File: src/rtl/pfx_adder_pkg.sv
package pfx_adder_pkg;

  // Position of the top of the lower half when a position merges at a level.
  // Positions are numbered so that position 0 is the carry-in column and
  // position k+1 is operand column k.
  function automatic int lower_top(input int pos, input int lvl);
    return ((pos >> lvl) << lvl) - 1;
  endfunction

  // True when the position lies in the upper half of its span at a level.
  function automatic bit merges_at(input int pos, input int lvl);
    return ((pos >> lvl) & 1) == 1;
  endfunction

endpackage

File: src/rtl/pfx_colgen.sv
module pfx_colgen #(
  parameter int WIDTH = 16
) (
  input  logic [WIDTH-1:0] a_i,
  input  logic [WIDTH-1:0] b_i,
  input  logic             cin_i,
  output logic [WIDTH-1:0] leaf_g_o,
  output logic [WIDTH-1:0] leaf_p_o,
  output logic             top_g_o,
  output logic             top_p_o,
  output logic [WIDTH-1:0] half_o
);

  // Position 0 is the carry-in column: it generates with cin, never propagates.
  assign leaf_g_o[0] = cin_i;
  assign leaf_p_o[0] = 1'b0;

  for (genvar c = 0; c < WIDTH - 1; c++) begin : g_col
    assign leaf_g_o[c+1] = a_i[c] & b_i[c];
    assign leaf_p_o[c+1] = a_i[c] | b_i[c];
  end

  // The top column only feeds the carry-out merge.
  assign top_g_o = a_i[WIDTH-1] & b_i[WIDTH-1];
  assign top_p_o = a_i[WIDTH-1] | b_i[WIDTH-1];

  assign half_o = a_i ^ b_i;

endmodule

File: src/rtl/pfx_cell.sv
module pfx_cell (
  input  logic hi_g_i,
  input  logic hi_p_i,
  input  logic lo_g_i,
  input  logic lo_p_i,
  output logic g_o,
  output logic p_o
);

  assign g_o = hi_g_i | (hi_p_i & lo_g_i);
  assign p_o = hi_p_i & lo_p_i;

endmodule

File: src/rtl/pfx_gcell.sv
module pfx_gcell (
  input  logic hi_g_i,
  input  logic hi_p_i,
  input  logic lo_g_i,
  output logic g_o
);

  assign g_o = hi_g_i | (hi_p_i & lo_g_i);

endmodule

File: src/rtl/pfx_tree.sv
module pfx_tree #(
  parameter int WIDTH = 16
) (
  input  logic [WIDTH-1:0] leaf_g_i,
  input  logic [WIDTH-1:0] leaf_p_i,
  output logic [WIDTH-1:0] carry_o
);
  import pfx_adder_pkg::*;

  localparam int LEVELS = $clog2(WIDTH);

  for (genvar l = 0; l < LEVELS; l++) begin : g_lvl
    logic [WIDTH-1:0] prev_g;
    logic [WIDTH-1:0] prev_p;
    logic [WIDTH-1:0] cur_g;

    if (l == 0) begin : g_src_leaf
      assign prev_g = leaf_g_i;
      assign prev_p = leaf_p_i;
    end else begin : g_src_stage
      assign prev_g = g_lvl[l-1].cur_g;
      assign prev_p = g_lvl[l-1].cur_p;
    end

    if (l < LEVELS - 1) begin : g_full
      logic [WIDTH-1:0] cur_p_w;
      for (genvar p = 0; p < WIDTH; p++) begin : g_pos
        if (merges_at(p, l)) begin : g_merge
          pfx_cell u_cell (
            .hi_g_i(prev_g[p]),
            .hi_p_i(prev_p[p]),
            .lo_g_i(prev_g[lower_top(p, l)]),
            .lo_p_i(prev_p[lower_top(p, l)]),
            .g_o   (cur_g[p]),
            .p_o   (cur_p_w[p])
          );
        end else begin : g_pass
          assign cur_g[p]   = prev_g[p];
          assign cur_p_w[p] = prev_p[p];
        end
      end
    end else begin : g_last
      // Final level: only generate is consumed downstream.
      for (genvar p = 0; p < WIDTH; p++) begin : g_pos
        if (merges_at(p, l)) begin : g_merge
          pfx_gcell u_gcell (
            .hi_g_i(prev_g[p]),
            .hi_p_i(prev_p[p]),
            .lo_g_i(prev_g[lower_top(p, l)]),
            .g_o   (cur_g[p])
          );
        end else begin : g_pass
          assign cur_g[p] = prev_g[p];
        end
      end
    end

    logic [WIDTH-1:0] cur_p;
    if (l < LEVELS - 1) begin : g_pout
      assign cur_p = g_full.cur_p_w;
    end else begin : g_pnone
      assign cur_p = prev_p;
    end
  end

  // Prefix generate at position p is the carry into operand column p.
  assign carry_o = g_lvl[LEVELS-1].cur_g;

endmodule

File: src/rtl/pfx_sum.sv
module pfx_sum #(
  parameter int WIDTH = 16
) (
  input  logic [WIDTH-1:0] half_i,
  input  logic [WIDTH-1:0] carry_i,
  input  logic             top_g_i,
  input  logic             top_p_i,
  output logic [WIDTH-1:0] sum_o,
  output logic             cout_o
);

  assign sum_o = half_i ^ carry_i;

  pfx_gcell u_cout (
    .hi_g_i(top_g_i),
    .hi_p_i(top_p_i),
    .lo_g_i(carry_i[WIDTH-1]),
    .g_o   (cout_o)
  );

endmodule

File: src/rtl/pfx_adder.sv
module pfx_adder #(
  parameter int WIDTH = 16
) (
  input  logic [WIDTH-1:0] a_i,
  input  logic [WIDTH-1:0] b_i,
  input  logic             cin_i,
  output logic [WIDTH-1:0] sum_o,
  output logic             cout_o
);

  logic [WIDTH-1:0] leaf_g;
  logic [WIDTH-1:0] leaf_p;
  logic [WIDTH-1:0] half;
  logic [WIDTH-1:0] carry;
  logic             top_g;
  logic             top_p;

  pfx_colgen #(.WIDTH(WIDTH)) u_colgen (
    .a_i     (a_i),
    .b_i     (b_i),
    .cin_i   (cin_i),
    .leaf_g_o(leaf_g),
    .leaf_p_o(leaf_p),
    .top_g_o (top_g),
    .top_p_o (top_p),
    .half_o  (half)
  );

  pfx_tree #(.WIDTH(WIDTH)) u_tree (
    .leaf_g_i(leaf_g),
    .leaf_p_i(leaf_p),
    .carry_o (carry)
  );

  pfx_sum #(.WIDTH(WIDTH)) u_sum (
    .half_i (half),
    .carry_i(carry),
    .top_g_i(top_g),
    .top_p_i(top_p),
    .sum_o  (sum_o),
    .cout_o (cout_o)
  );

endmodule

File: config.mk
export PLATFORM = sky130hd
export DESIGN_NAME = pfx_adder
export DESIGN_NICKNAME = d
export VERILOG_FILES = /design/src/rtl/pfx_adder_pkg.sv /design/src/rtl/pfx_colgen.sv /design/src/rtl/pfx_cell.sv /design/src/rtl/pfx_gcell.sv /design/src/rtl/pfx_tree.sv /design/src/rtl/pfx_sum.sv /design/src/rtl/pfx_adder.sv
export SDC_FILE = /design/constraint.sdc
export NUM_CORES = 1
export LEC_CHECK = 0
export ABC_AREA = 1
export CAP_MARGIN = 30
export CORE_AREA = 2 2 54 61
export DETAILED_ROUTE_END_ITERATION = 10
export DIE_AREA = 0 0 56 63
export GPL_TIMING_DRIVEN = 0
export PLACE_DENSITY = 0.78
export SETUP_SLACK_MARGIN = 0.3
export SLEW_MARGIN = 10
export SYNTH_ARGS = -nofsm -noshare
export SYNTH_HDL_FRONTEND = slang
export SYNTH_SLANG_ARGS = --single-unit
File: constraint.sdc
create_clock -name vclk -period 3.38
set_input_delay 0.676 -clock vclk [all_inputs]
set_output_delay 0.676 -clock vclk [all_outputs]
set_load 0.005 [all_outputs]
==> impl_summary.txt <==
----------------------------------------------------
[Status]
  Outcome ... finished clean

[STA]
  Setup-failing EPs final ... 0
  Max transition margin ... 0.8282
  Share of the clock period used by the worst path after layout ... 0.9144
  Minimum period implied by the final worst setup slack ... 3.091 ns
  Fmax ... 323.6 MHz
  Unrepaired setup endpoints after global routing ... true
  Final max-slew violation count ... 0
  Total count of hold-check failures in the final report ... 0
  Transition at the pin with the smallest max-transition slack ... 0.2558 ns
  Post-Route Hold Slack ... 1.860 ns

[Floorplanning]
  Standard-cell row count ... 21
  Chip Height ... 63 um
  I/O pin total ... 50
  Floorplan die area ... 3528 sq um
  Floorplan core area ... 2943 sq um
  Initial Util ... 0.3780
  Die width ... 56 um

[Synthesis]
  Yosys top cell area share ... 0.3150
  Post-Synthesis Cells ... 178
  Area leader, netlist ... sky130_fd_sc_hd__ha_1
  Portion of the post-synthesis area used by sequential elements ... 0
  Leading cell types by total area after synthesis ... sky130_fd_sc_hd__ha_1 31%, sky130_fd_sc_hd__inv_1 20%, sky130_fd_sc_hd__nand2_1 12%
  Synthesized netlist net count ... 244
  Area of the mapped netlist ... 1112 sq um
  Ys Warns ... 0
  Most common library cells after synthesis ... 58 x sky130_fd_sc_hd__inv_1, 35 x sky130_fd_sc_hd__nand2_1, 28 x sky130_fd_sc_hd__ha_1, 9 x sky130_fd_sc_hd__nand2_2
  Count of distinct cell types in the synthesized netlist ... 18
  Library cell with the highest instance count after synthesis ... sky130_fd_sc_hd__inv_1
  Synthesized area divided by synthesized cell count ... 6.249 sq um

[Route]
  Mean routed wirelength per cell ... 8.928 um
  Post-detailed-routing wire length ... 2.491 mm
  Initial DRT Pass Iterations ... 4
  Number of remaining DRC errors ... 0
  Via/cell ratio ... 4.287
  1st-iter DRT viols ... 7
  Number of nets with antenna violations after detailed routing ... 0
  Vias ... 1196

[Global route]
  Global route overflow ... 0
  Vias in the first global route ... 1157
  Maximum number of pins on one net before global-route repair ... 5
  Antenna violations before repair ... 0
  First-pass GRT wire length ... 4.409 mm
  GRT Overall Usage ... 0.1438

[Setup path]
  Setup crit end kind ... output pin
  Maximum fanout encountered on the critical timing path ... 2
  CP Data Arrival Time ... 2.41 ns
  CP Launch Type ... input port
  Critical path type ... input port to output pin
  Timing startpoint of the critical path ... a_i[10]
  Endpoint required time on the critical path ... 2.70 ns

[Layout]
  Sequential cells ... 0
  Share of layout cells above drive strength 1 ... 0.3143
  Count of clock-net buffers in the final layout ... 0
  Finished Cell Area ... 1798 sq um
  Area used by sequential logic in the layout ... 0 sq um
  Diodes inserted ... 0
  Number of fill cells in the layout ... 285
  Syn-to-layout area delta ... 61.64%
  Net count reported at finish ... 313

[Hold path]
  Path category of the worst min-delay check ... input port to output pin
  Beginning of the worst hold path ... b_i[3]
  Instance count along the most critical hold path ... 3

[Placement]
  Placed wire-length estimate ... 1.969 mm
  Total placed instance area ... 1655 sq um
  Input/output buffers ... 50
  Final Wtd Congestion ... 0.7496

[Power and ir drop]
  Leak ... 1.117 nW
  Power, Total ... 0.2737 mW
  Max VDD drop ... 84.11 uV
  Pwr per Cell Area ... 152.2 nW/um^2

[Job]
  Number of max-capacitance violations reported ... 0

[Clock tree]
  Hold Buf Count CTS ... 0

----------------------------------------------------
## cell usage in the layout, fill, tap and decap left out, drive strengths merged
master and n:
fa 5, buf 21, clkdlybuf4s15 1, nand2 46, a21oi 7, ha 28
xor2 4, a31o 1, nand3 9, clkdlybuf4s50 9, nor2 12, nor3 1
a21o 1, inv 63, dlymetal6s2s 4, dlygate4sd2 26, and2 1, clkbuf 6
## routing by layer
metal | wire [um] | global-route usage | up-vias
li1 | - | - | 642
met3 | 67 | 0 | 4
met4 | 34 | 0.01786 | 0
met2 | 1384 | 0.3000 | 21
met1 | 1005 | 0.1621 | 529
met5 | 0 | 0 | -
## layout make-up
cell class,instances,area (sq um),area share
inverter,63,236.5,0.1315
tap,34,42.54,0.02366
timing repair buffer,67,559.3,0.3111
multi-input combinational,115,959.7,0.5338
## power breakdown
part           total (mW)  switching (mW)  internal (mW)
registers               0               0              0
clock network           0               0              0
logic               0.274           0.128          0.146
## path summary, 6_finish.rpt
kind / slack, ns / to
worst min-delay path: 1.86 / sum_o[3]
worst max-delay path: 0.29 / sum_o[15]
## kinds of logic (layout without fill, tap and decap cells)
group           after synthesis  count (layout)  synth area share
compound gates                9               9           0.05625
xor+xnor                      4               4           0.03149
fa+ha+maj                    33              33            0.4050
buf+inv                      63             130            0.2126
simple gates                 69              69            0.2947
## metrics by stage
step                std cells  utilization  setup TNS (ns)  setup slack (ns)
global placement          262       0.5625          -2.230           -0.4959
CTS                       279       0.6025               0            0.2453
detailed placement        262       0.5625          -2.390           -0.5004
global route              279       0.6110               0            0.1878
finish                    279       0.6110               0            0.2894
floorplan                 178            -               0            0.5266
## critical path, cell delays in order
cell and delay (ns):
sky130_fd_sc_hd__clkdlybuf4s50_1 0.43, sky130_fd_sc_hd__inv_1 0.11, sky130_fd_sc_hd__ha_4 0.15, sky130_fd_sc_hd__inv_1 0.05
sky130_fd_sc_hd__a21oi_2 0.12, sky130_fd_sc_hd__nand2_2 0.07, sky130_fd_sc_hd__inv_2 0.07, sky130_fd_sc_hd__nand2_4 0.05
sky130_fd_sc_hd__nand2_1 0.05, sky130_fd_sc_hd__nand2_1 0.06, sky130_fd_sc_hd__fa_1 0.47, sky130_fd_sc_hd__buf_2 0.10
## timing repair
item / CTS / global route
gates resized for setup: 70 / 27
buffers inserted: 17 / 0
gates cloned: 0 / 0
endpoints found under the setup margin: 16 / 12
pin swaps: 21 / 6
No activity file was read; power rests on OpenSTA's default activity.
